[config.mk]
export PLATFORM = sky130hd
export DESIGN_NAME = mii_rx_deframer
export DESIGN_NICKNAME = d
export VERILOG_FILES = /design/src/rtl/mii_rx_pkg.sv /design/src/rtl/mii_rx_rstsync.sv /design/src/rtl/mii_rx_inreg.sv /design/src/rtl/mii_rx_crc32.sv /design/src/rtl/mii_rx_lenchk.sv /design/src/rtl/mii_rx_deframer.sv
export SDC_FILE = /design/constraint.sdc
export NUM_CORES = 1
export LEC_CHECK = 0
export ABC_AREA = 1
export BUFFER_PORTS_ARGS = -buffer_cell sky130_fd_sc_hd__buf_2
export CAP_MARGIN = 25
export CORE_MARGIN = 10
export CORE_UTILIZATION = 55
export CTS_CLUSTER_SIZE = 40
export DETAILED_ROUTE_END_ITERATION = 8
export MAX_ROUTING_LAYER = met4
export PLACE_DENSITY = 0.76
export SKIP_CTS_REPAIR_TIMING = 1
export SYNTH_ARGS = -nofsm -noshare
export SYNTH_HDL_FRONTEND = slang
export SYNTH_SLANG_ARGS = --single-unit
[constraint.sdc]
create_clock -name clk -period 4.2 [get_ports clk]
set_clock_uncertainty 0.15 [all_clocks]
set_input_delay 0 -clock clk [delete_from_list [all_inputs] [get_ports clk]]
set_output_delay 0 -clock clk [all_outputs]
set_load 0.05 [all_outputs]
[src/rtl/mii_rx_pkg.sv]
package mii_rx_pkg;
  typedef enum logic [1:0] {
    ST_IDLE = 2'd0,
    ST_PRE  = 2'd1,
    ST_DATA = 2'd2,
    ST_DROP = 2'd3
  } rx_state_t;

  localparam logic [3:0]  NIB_PRE        = 4'h5;
  localparam logic [3:0]  NIB_SFD        = 4'hD;
  localparam logic [31:0] CRC_PRESET     = 32'hFFFF_FFFF;
  localparam logic [31:0] CRC_POLY_REFL  = 32'hEDB8_8320;
  // bit-reversed form of the residue 0xC704DD7B, as seen in a shift-right register
  localparam logic [31:0] CRC_GOOD_REFL  = 32'hDEBB_20E3;
endpackage

[src/rtl/mii_rx_rstsync.sv]
module mii_rx_rstsync #(
  parameter int STAGES = 2
) (
  input  logic clk,
  input  logic arst_n,
  output logic srst_n
);
  logic [STAGES-1:0] chain_q;

  always_ff @(posedge clk or negedge arst_n) begin
    if (!arst_n) chain_q <= '0;
    else         chain_q <= {chain_q[STAGES-2:0], 1'b1};
  end

  assign srst_n = chain_q[STAGES-1];
endmodule

[src/rtl/mii_rx_inreg.sv]
module mii_rx_inreg #(
  parameter int NIB_W = 4
) (
  input  logic             clk,
  input  logic             rst_n,
  input  logic [NIB_W-1:0] d_in,
  input  logic             dv_in,
  input  logic             er_in,
  output logic [NIB_W-1:0] d_q,
  output logic             dv_q,
  output logic             er_q
);
  always_ff @(posedge clk or negedge rst_n) begin
    if (!rst_n) begin
      d_q  <= '0;
      dv_q <= 1'b0;
      er_q <= 1'b0;
    end else begin
      d_q  <= d_in;
      dv_q <= dv_in;
      er_q <= er_in;
    end
  end
endmodule

[src/rtl/mii_rx_crc32.sv]
module mii_rx_crc32
  import mii_rx_pkg::*;
#(
  parameter int BYTE_W = 8
) (
  input  logic              clk,
  input  logic              rst_n,
  input  logic              clr,
  input  logic              en,
  input  logic [BYTE_W-1:0] data,
  output logic              good
);
  logic [31:0] crc_q;
  logic [31:0] crc_step;
  logic [31:0] crc_d;

  always_comb begin
    crc_step = crc_q;
    for (int i = 0; i < BYTE_W; i++) begin
      if (crc_step[0] ^ data[i]) crc_step = (crc_step >> 1) ^ CRC_POLY_REFL;
      else                       crc_step = crc_step >> 1;
    end
  end

  always_comb begin
    crc_d = crc_q;
    if (clr)     crc_d = CRC_PRESET;
    else if (en) crc_d = crc_step;
  end

  always_ff @(posedge clk or negedge rst_n) begin
    if (!rst_n) crc_q <= CRC_PRESET;
    else        crc_q <= crc_d;
  end

  assign good = (crc_q == CRC_GOOD_REFL);
endmodule

[src/rtl/mii_rx_lenchk.sv]
module mii_rx_lenchk #(
  parameter int MIN_LEN = 64,
  parameter int MAX_LEN = 1518,
  parameter int LEN_W   = $clog2(MAX_LEN + 2)
) (
  input  logic             clk,
  input  logic             rst_n,
  input  logic             clr,
  input  logic             en,
  output logic [LEN_W-1:0] cnt,
  output logic             out_of_range
);
  localparam logic [LEN_W-1:0] SAT = LEN_W'(MAX_LEN + 1);
  localparam logic [LEN_W-1:0] LO  = LEN_W'(MIN_LEN);
  localparam logic [LEN_W-1:0] HI  = LEN_W'(MAX_LEN);

  logic [LEN_W-1:0] cnt_q;
  logic [LEN_W-1:0] cnt_d;

  always_comb begin
    cnt_d = cnt_q;
    if (clr)                    cnt_d = '0;
    else if (en && cnt_q != SAT) cnt_d = cnt_q + 1'b1;
  end

  always_ff @(posedge clk or negedge rst_n) begin
    if (!rst_n) cnt_q <= '0;
    else        cnt_q <= cnt_d;
  end

  assign cnt          = cnt_q;
  assign out_of_range = (cnt_q < LO) || (cnt_q > HI);
endmodule

[src/rtl/mii_rx_deframer.sv]
module mii_rx_deframer
  import mii_rx_pkg::*;
#(
  parameter  int MIN_LEN = 64,
  parameter  int MAX_LEN = 1518,
  localparam int NIB_W   = 4,
  localparam int BYTE_W  = 2 * NIB_W,
  localparam int LEN_W   = $clog2(MAX_LEN + 2)
) (
  input  logic              clk,
  input  logic              rst_n,
  input  logic [NIB_W-1:0]  rxd,
  input  logic              rx_dv,
  input  logic              rx_er,
  output logic              out_valid,
  output logic [BYTE_W-1:0] out_data,
  output logic              out_first,
  output logic              out_last,
  output logic              stat_valid,
  output logic              stat_crc_bad,
  output logic              stat_rx_err,
  output logic              stat_len_bad,
  output logic              stat_dribble,
  output logic [LEN_W-1:0]  stat_bytes
);
  logic             srst_n;
  logic [NIB_W-1:0] d_q;
  logic             dv_q;
  logic             er_q;

  mii_rx_rstsync #(.STAGES(2)) u_rst (
    .clk(clk), .arst_n(rst_n), .srst_n(srst_n)
  );

  mii_rx_inreg #(.NIB_W(NIB_W)) u_in (
    .clk(clk), .rst_n(srst_n), .d_in(rxd), .dv_in(rx_dv), .er_in(rx_er),
    .d_q(d_q), .dv_q(dv_q), .er_q(er_q)
  );

  rx_state_t         state_q, state_d;
  logic [NIB_W-1:0]  lo_q, lo_d;
  logic              half_q, half_d;
  logic [BYTE_W-1:0] pend_q, pend_d;
  logic              have_q, have_d;
  logic              pfirst_q, pfirst_d;
  logic              eracc_q, eracc_d;

  logic              ov_d, of_d, ol_d, sv_d, scrc_d, serr_d, slen_d, sdrb_d;
  logic [BYTE_W-1:0] od_d;
  logic [LEN_W-1:0]  sbytes_d;

  logic              crc_clr, crc_en, crc_good;
  logic              len_clr, len_en, len_bad;
  logic [LEN_W-1:0]  len_cnt;
  logic [BYTE_W-1:0] byte_now;

  assign byte_now = {d_q, lo_q};

  mii_rx_crc32 #(.BYTE_W(BYTE_W)) u_crc (
    .clk(clk), .rst_n(srst_n), .clr(crc_clr), .en(crc_en),
    .data(byte_now), .good(crc_good)
  );

  mii_rx_lenchk #(.MIN_LEN(MIN_LEN), .MAX_LEN(MAX_LEN), .LEN_W(LEN_W)) u_len (
    .clk(clk), .rst_n(srst_n), .clr(len_clr), .en(len_en),
    .cnt(len_cnt), .out_of_range(len_bad)
  );

  // next-state logic
  always_comb begin
    state_d  = state_q;
    lo_d     = lo_q;
    half_d   = half_q;
    pend_d   = pend_q;
    have_d   = have_q;
    pfirst_d = pfirst_q;
    eracc_d  = eracc_q;
    ov_d     = 1'b0;
    od_d     = pend_q;
    of_d     = 1'b0;
    ol_d     = 1'b0;
    sv_d     = 1'b0;
    scrc_d   = 1'b0;
    serr_d   = 1'b0;
    slen_d   = 1'b0;
    sdrb_d   = 1'b0;
    sbytes_d = '0;
    crc_clr  = 1'b0;
    crc_en   = 1'b0;
    len_clr  = 1'b0;
    len_en   = 1'b0;

    unique case (state_q)
      ST_IDLE: begin
        if (dv_q) begin
          eracc_d = er_q;
          half_d  = 1'b0;
          have_d  = 1'b0;
          crc_clr = 1'b1;
          len_clr = 1'b1;
          state_d = (d_q == NIB_PRE) ? ST_PRE : ST_DROP;
        end
      end
      ST_PRE: begin
        if (!dv_q) begin
          state_d = ST_IDLE;
        end else begin
          eracc_d = eracc_q | er_q;
          if (d_q == NIB_SFD)      state_d = ST_DATA;
          else if (d_q != NIB_PRE) state_d = ST_DROP;
        end
      end
      ST_DATA: begin
        if (dv_q) begin
          eracc_d = eracc_q | er_q;
          if (!half_q) begin
            lo_d   = d_q;
            half_d = 1'b1;
          end else begin
            half_d = 1'b0;
            crc_en = 1'b1;
            len_en = 1'b1;
            if (have_q) begin
              ov_d = 1'b1;
              of_d = pfirst_q;
            end
            pend_d   = byte_now;
            pfirst_d = !have_q;
            have_d   = 1'b1;
          end
        end else begin
          if (have_q) begin
            ov_d = 1'b1;
            of_d = pfirst_q;
            ol_d = 1'b1;
          end
          sv_d     = 1'b1;
          scrc_d   = !crc_good;
          serr_d   = eracc_q;
          slen_d   = len_bad;
          sdrb_d   = half_q;
          sbytes_d = len_cnt;
          have_d   = 1'b0;
          half_d   = 1'b0;
          state_d  = ST_IDLE;
        end
      end
      ST_DROP: begin
        if (!dv_q) state_d = ST_IDLE;
      end
      default: state_d = ST_IDLE;
    endcase
  end

  // registers
  always_ff @(posedge clk or negedge srst_n) begin
    if (!srst_n) begin
      state_q      <= ST_IDLE;
      lo_q         <= '0;
      half_q       <= 1'b0;
      pend_q       <= '0;
      have_q       <= 1'b0;
      pfirst_q     <= 1'b0;
      eracc_q      <= 1'b0;
      out_valid    <= 1'b0;
      out_data     <= '0;
      out_first    <= 1'b0;
      out_last     <= 1'b0;
      stat_valid   <= 1'b0;
      stat_crc_bad <= 1'b0;
      stat_rx_err  <= 1'b0;
      stat_len_bad <= 1'b0;
      stat_dribble <= 1'b0;
      stat_bytes   <= '0;
    end else begin
      state_q      <= state_d;
      lo_q         <= lo_d;
      half_q       <= half_d;
      pend_q       <= pend_d;
      have_q       <= have_d;
      pfirst_q     <= pfirst_d;
      eracc_q      <= eracc_d;
      out_valid    <= ov_d;
      out_data     <= od_d;
      out_first    <= of_d;
      out_last     <= ol_d;
      stat_valid   <= sv_d;
      stat_crc_bad <= scrc_d;
      stat_rx_err  <= serr_d;
      stat_len_bad <= slen_d;
      stat_dribble <= sdrb_d;
      stat_bytes   <= sbytes_d;
    end
  end
endmodule

======== Word-level counts from Yosys, hierarchy flattened ========
Index checks and enable logic that the tools add are counted.
operators by class
  eq/ne operators ......................... 13
  add/sub/neg operators ................... 1
  bitwise operators ....................... 18
  order comparisons ....................... 2
  mux-type cells .......................... 56
  reduce and logical (&&, ||, !) cells .... 16
operators by type and width
  cell                                                          number
  two-way mux 32 bit                                            10
  inverter 13 -> 14 bit                                         8
  two-way mux 11 bit                                            4
  == test 32 bit (second input constant)                        1
  two-way mux 1 bit                                             32
  AND reduction 3 bit                                           5
  two-way mux 2 bit                                             6
  adder 11 x 1 -> 11 bit (second input constant)                1
  greater-than comparator 11 bit (second input constant)        1
  less-than comparator 11 x 7 -> 1 bit (second input constant)  1
  != test 11 bit (second input constant)                        1
  nonzero test 2 bit                                            4
  XOR 1 bit                                                     8
  one-hot mux 1 bit (2 select lines)                            3
  one-hot mux 2 bit (3 select lines)                            1
  == test 2 bit (second input constant)                         2
  == test 4 x 3 -> 1 bit (second input constant)                1
  == test 4 bit (second input constant)                         1
  != test 2 x 1 -> 1 bit (second input constant)                2
  != test 4 x 3 -> 1 bit (second input constant)                1
  != test 4 bit (second input constant)                         1
  OR reduction 2 bit                                            2
  != test 3 bit (second input constant)                         1
  == test 2 x 1 -> 1 bit (second input constant)                1
  7 further kinds                                               8
storage, ports and cells
  output and inout bits ................... 27
  register bits after elaboration ......... 96
  logic and storage cells ................. 129
  input bits .............................. 8

======== Logic depth before layout (Yosys ltp) ========
  word-level depth ........................ 18
  depth in mapped cells ................... 12
  depth with buffers taken out ............ 12

======== Modules after synthesis ========
A second synthesis with hierarchy kept.
second synthesis, totals
  cell total of the unflattened synthesis .. 674
  area total of the unflattened synthesis .. 5360.1 um^2
modules (own cells, without submodules)
  module           seq. area each (um^2)  instances  cells an instance  area an instance (um^2)
  mii_rx_crc32     840.8                  1          388                2640.0
  mii_rx_deframer  1126.1                 1          167                1711.6
  mii_rx_lenchk    275.3                  1          110                804.5
  mii_rx_inreg     150.1                  1          6                  150.1
  mii_rx_rstsync   50.0                   1          3                  53.8

======== Worst setup path before layout ========
Ideal clock, no wire load.
  kind .................................... register to register
  from .................................... register state_q[0]
  to ...................................... register u_len.cnt_q[4] (netlist: u_len.cnt[4])
  period minus slack after synthesis ...... 1.766 ns
  cell stages (with the launch flop) ...... 11
  arrival time ............................ 1.490 ns
  data required time ...................... 3.924 ns
  setup time .............................. 0.126 ns
  path slack .............................. 2.434 ns
  path buffers ............................ 1
  path through ............................ dfrtp_1 > inv_1 > ha_1 > nand2_2 > nor2_2 > inv_2 > nand2_4 > inv_4 > nor2_4 > buf_2 > o21ai_1
between the ends
  longest elaborated chain between the ends .. 4
  elaborated cells on any way between the ends .. 7
  those cells by class .................... eq/ne: 1; mux: 3; reduce/logical: 3
ends and longest elaborated chain
  what                                 line                    text
  start, declared                      mii_rx_deframer.sv:40   rx_state_t state_q, state_d;
  start signal, assigned               mii_rx_deframer.sv:176  state_q <= state_d;
  == test 2 bit                        mii_rx_deframer.sv:93   unique case (state_q)
  two-way mux 1 bit                    mii_rx_deframer.sv:93
  logical AND 1 bit                    mii_rx_lenchk.sv:23     else if (en && cnt_q != SAT) cnt_d = cnt_q + 1'b1;
  nonzero test 2 bit (no source line)  -
  end signal, assigned                 mii_rx_lenchk.sv:28     else cnt_q <= cnt_d;
  end, declared                        mii_rx_lenchk.sv:17     logic [LEN_W-1:0] cnt_q;
Several ways; a longest one is shown, not always the timed one.
A chain may end at the register's enable or synchronous reset.

======== Worst setup path after layout ========
  from .................................... register state_q[0]
  to ...................................... register u_len.cnt_q[2] (netlist: u_len.cnt[2])
Same word-level chain as after synthesis.

==> impl_metrics.yaml <==
routing:
  drtPass1Iterations: 5
  via_count: 4373
  drt-initial-drc-count: 367
  vias_per_cell: 5.60
  totalWireLength_mm: 12.6
  final_antenna_net_count: 0
  drc: 0
  wl_per_cell_um: 16.2
global_routing:
  grt_pass1_wl_mm: 20.9
  antenna_found_initial: 0
  grt_max_degree: 58
  grt_pass1_vias: 4102
  overflow: 0
  track_usage_pct: 20.2
timing:
  finalSetupTns_ns: 0
  period_share_pct: 73.6
  grt_setup_unrepaired: "false"
  hold_viol_final: 0
  relSlewSlack_pct: 51.3
  finalSetupViolCount: 0
  worst_pin_slew_ns: 0.730
  maxSlewViolCount: 0
  fin_crit_ns: 3.09
  fmax_ghz: 0.323
  hold_slack_ns: 0.110
synthesis:
  netlist_instances: 627
  synth_area_leaders: "dfrtp_1 32%, dfstp_2 17%, nand2_1 13%, inv_1 4.7%, nand3_1 4.6%"
  yosysWarnings: 0
  ys_types: 45
  synth_nets: 642
  async_flop_share_pct: 100
  synth_edf_count: 0
  synth.cell_area_um2: 5070
  yosysTopAreaCellShare_pct: 31.6
  syn_avg_cell_area_um2: 8.09
  ys_ff_latch: 96
  ys_seq_area_share_pct: 48.1
  synth_top_area_cell: "dfrtp_1"
  synthFlopType: "dfrtp_1"
floorplanning:
  start_util_pct: 57.3
  die_w_um: 116
  io_pins: 35
  die_h_um: 116
  core_um2: 8850
  rows: 34
  dieArea_um2: 13500
layout:
  area_growth_pct: 10.3
  final_cell_mix: "182 x nand2_1, 63 x inv_1, 63 x dfrtp_1, 47 x nand3_1, 36 x nor2_1"
  nets: 683
  drive_gt1_share_pct: 18.0
  antenna_cells: 0
  layout_commonest_cell: "nand2_1"
outcome:
  status: "finished, final reports clean"
power:
  power_frac_comb_pct: 56.3
  peakVddDrop_mv: 0.485
  p_leak_nw: 2.82
  powerDensity_nw_per_um2: 892
  p_seq_share_pct: 31.9
  p_int_mw: 2.45
  switching_share_pct: 51.0
  clkPwrFrac_pct: 11.7
  p_sw_mw: 2.55
setup_path:
  r2r_setup_slack_ns: 1.11
  cp-start-kind: "flop"
  arrival_ns: 3.24
  crit_fanout: 39
  cp_slowest_cell: "dfrtp_1"
  slowest_delay_ns: 0.42
  end_kind: "flop"
  worst_ep_required_time_ns: 4.35
  path_class: "reg2reg"
  crit_top_cell: "nand2_1"
  cp_cell_sequence: "inv_1 -> ha_1 -> nand2_2 -> nor2_2 -> inv_2 -> nand2_4 -> inv_4 -> nor2_4 -> nand2_1 -> nand2_1 -> nand2_1 -> nor2_1"
run:
  drv_cap: 0
clock_network:
  htreeDepth: 3
  cts_max_path_buffers: 2
  cts_root_buf: "clkbuf_8"
  clkTransAtPathRegs_ns: 0.10
  cts_buffers: 9
  clk_latency_ns: 0.38
  cts.sinks: 96
  tritoncts: "done"
worst_hold_path:
  hp-class: "in2reg"
placement:
  port_buffers: 34
  hpwl_mm: 9.06
  gp_congestion: 0.929
[final cells by class]
| class | count | area (µm²) |
|---|---|---|
| flip-flops and latches | 96 | 2450 |
| clock buffers | 10 | 138 |
| well taps | 108 | 135 |
| inverters | 71 | 269 |
| multi-input cells | 446 | 2290 |
| clock inverters | 6 | 55.1 |
| fillers | 755 | 3250 |
| repair buffers | 44 | 265 |
[cell families after synthesis]
kind of cell / Yosys count / share of synthesized area (%)
AND/OR/NAND/NOR: 325 / 28.9
flip-flops: 96 / 48.1
buffers and inverters: 85 / 6.76
AO/OA/AOI/OAI: 83 / 9.08
XOR/XNOR: 30 / 5.33
adder cells (fa/ha/maj): 7 / 1.73
other: 1 / 0.0739
[through the flow]
step	total power [mW]	setup slack, ns	util (%)	cells	instance area, µm²
3_5_place_dp	4.35	1.17	60.2	757	5320
5_1_grt	5.42	0.797	63.2	781	5600
4_1_cts	4.95	1.14	62.3	773	5520
2_1_floorplan	3.69	1.23	-	627	5070
6_report	4.99	1.11	63.2	781	5600
3_3_place_gp	4.31	1.27	60.2	757	5320
[worst max-delay path: cells and delay by family, from the launching register on]
family	cells	cell delay, ns
and+or+nand+nor	8	1.52
buffers and inverters	3	0.62
DFF	1	0.42
adders and majority gates	1	0.28
[flip-flops by register name, indices dropped and copies added, names as in the netlist, 2 cells and up]
| register | cells |
|---|---|
| u_in.d_q | 4 |
| stat_bytes | 11 |
| out_data | 8 |
| od_d | 8 |
| state_q | 2 |
| u_rst.chain_q | 2 |
| u_crc.crc_q | 32 |
| lo_q | 4 |
| u_len.cnt | 11 |
[routing by layer]
layer / GRT usage, % / vias up / share of wire (%)
li1: - / 2112 / -
met5: - / - / 0
met2: 31.2 / 163 / 47
met4: 5.84 / 0 / 1.7
met3: 4.08 / 21 / 6.8
met1: 26.3 / 2077 / 44
[synth_stat cells (9+ instances only)]
| cell | count |
|---|---|
| nand2_1 | 182 |
| dfrtp_1 | 64 |
| inv_1 | 63 |
| nand3_1 | 47 |
| nor2_1 | 36 |
| dfstp_2 | 32 |
| o21ai_0 | 30 |
| xor2_1 | 24 |
| a21oi_1 | 19 |
| nand4_1 | 19 |
| nand2_2 | 13 |
| o21ai_1 | 12 |
| nor3_1 | 9 |
| o22ai_1 | 9 |
[power by group through the flow]
stage	combinational (mW)	sequential, mW	clock, mW
floorplan	2.01	1.67	0
global placement	2.72	1.59	0
detailed placement	2.75	1.60	0
CTS	2.77	1.59	0.594
global route	3.15	1.63	0.635
finish	2.81	1.59	0.585
[worst paths after layout]
kind,to,depth (start not counted),start
max,u_len.cnt[2],12,state_q[0]
min,u_in.d_q[3],2,rxd[3]
max reg2reg,u_len.cnt[2],12,state_q[0]
min reg2reg,u_rst.chain_q[1],0,u_rst.chain_q[0]
max in group asynchronous,u_crc.crc_q[1],1,u_rst.chain_q[1]
min in group asynchronous,out_first,0,u_rst.chain_q[1]
Power figures use the tool's default switching activity.
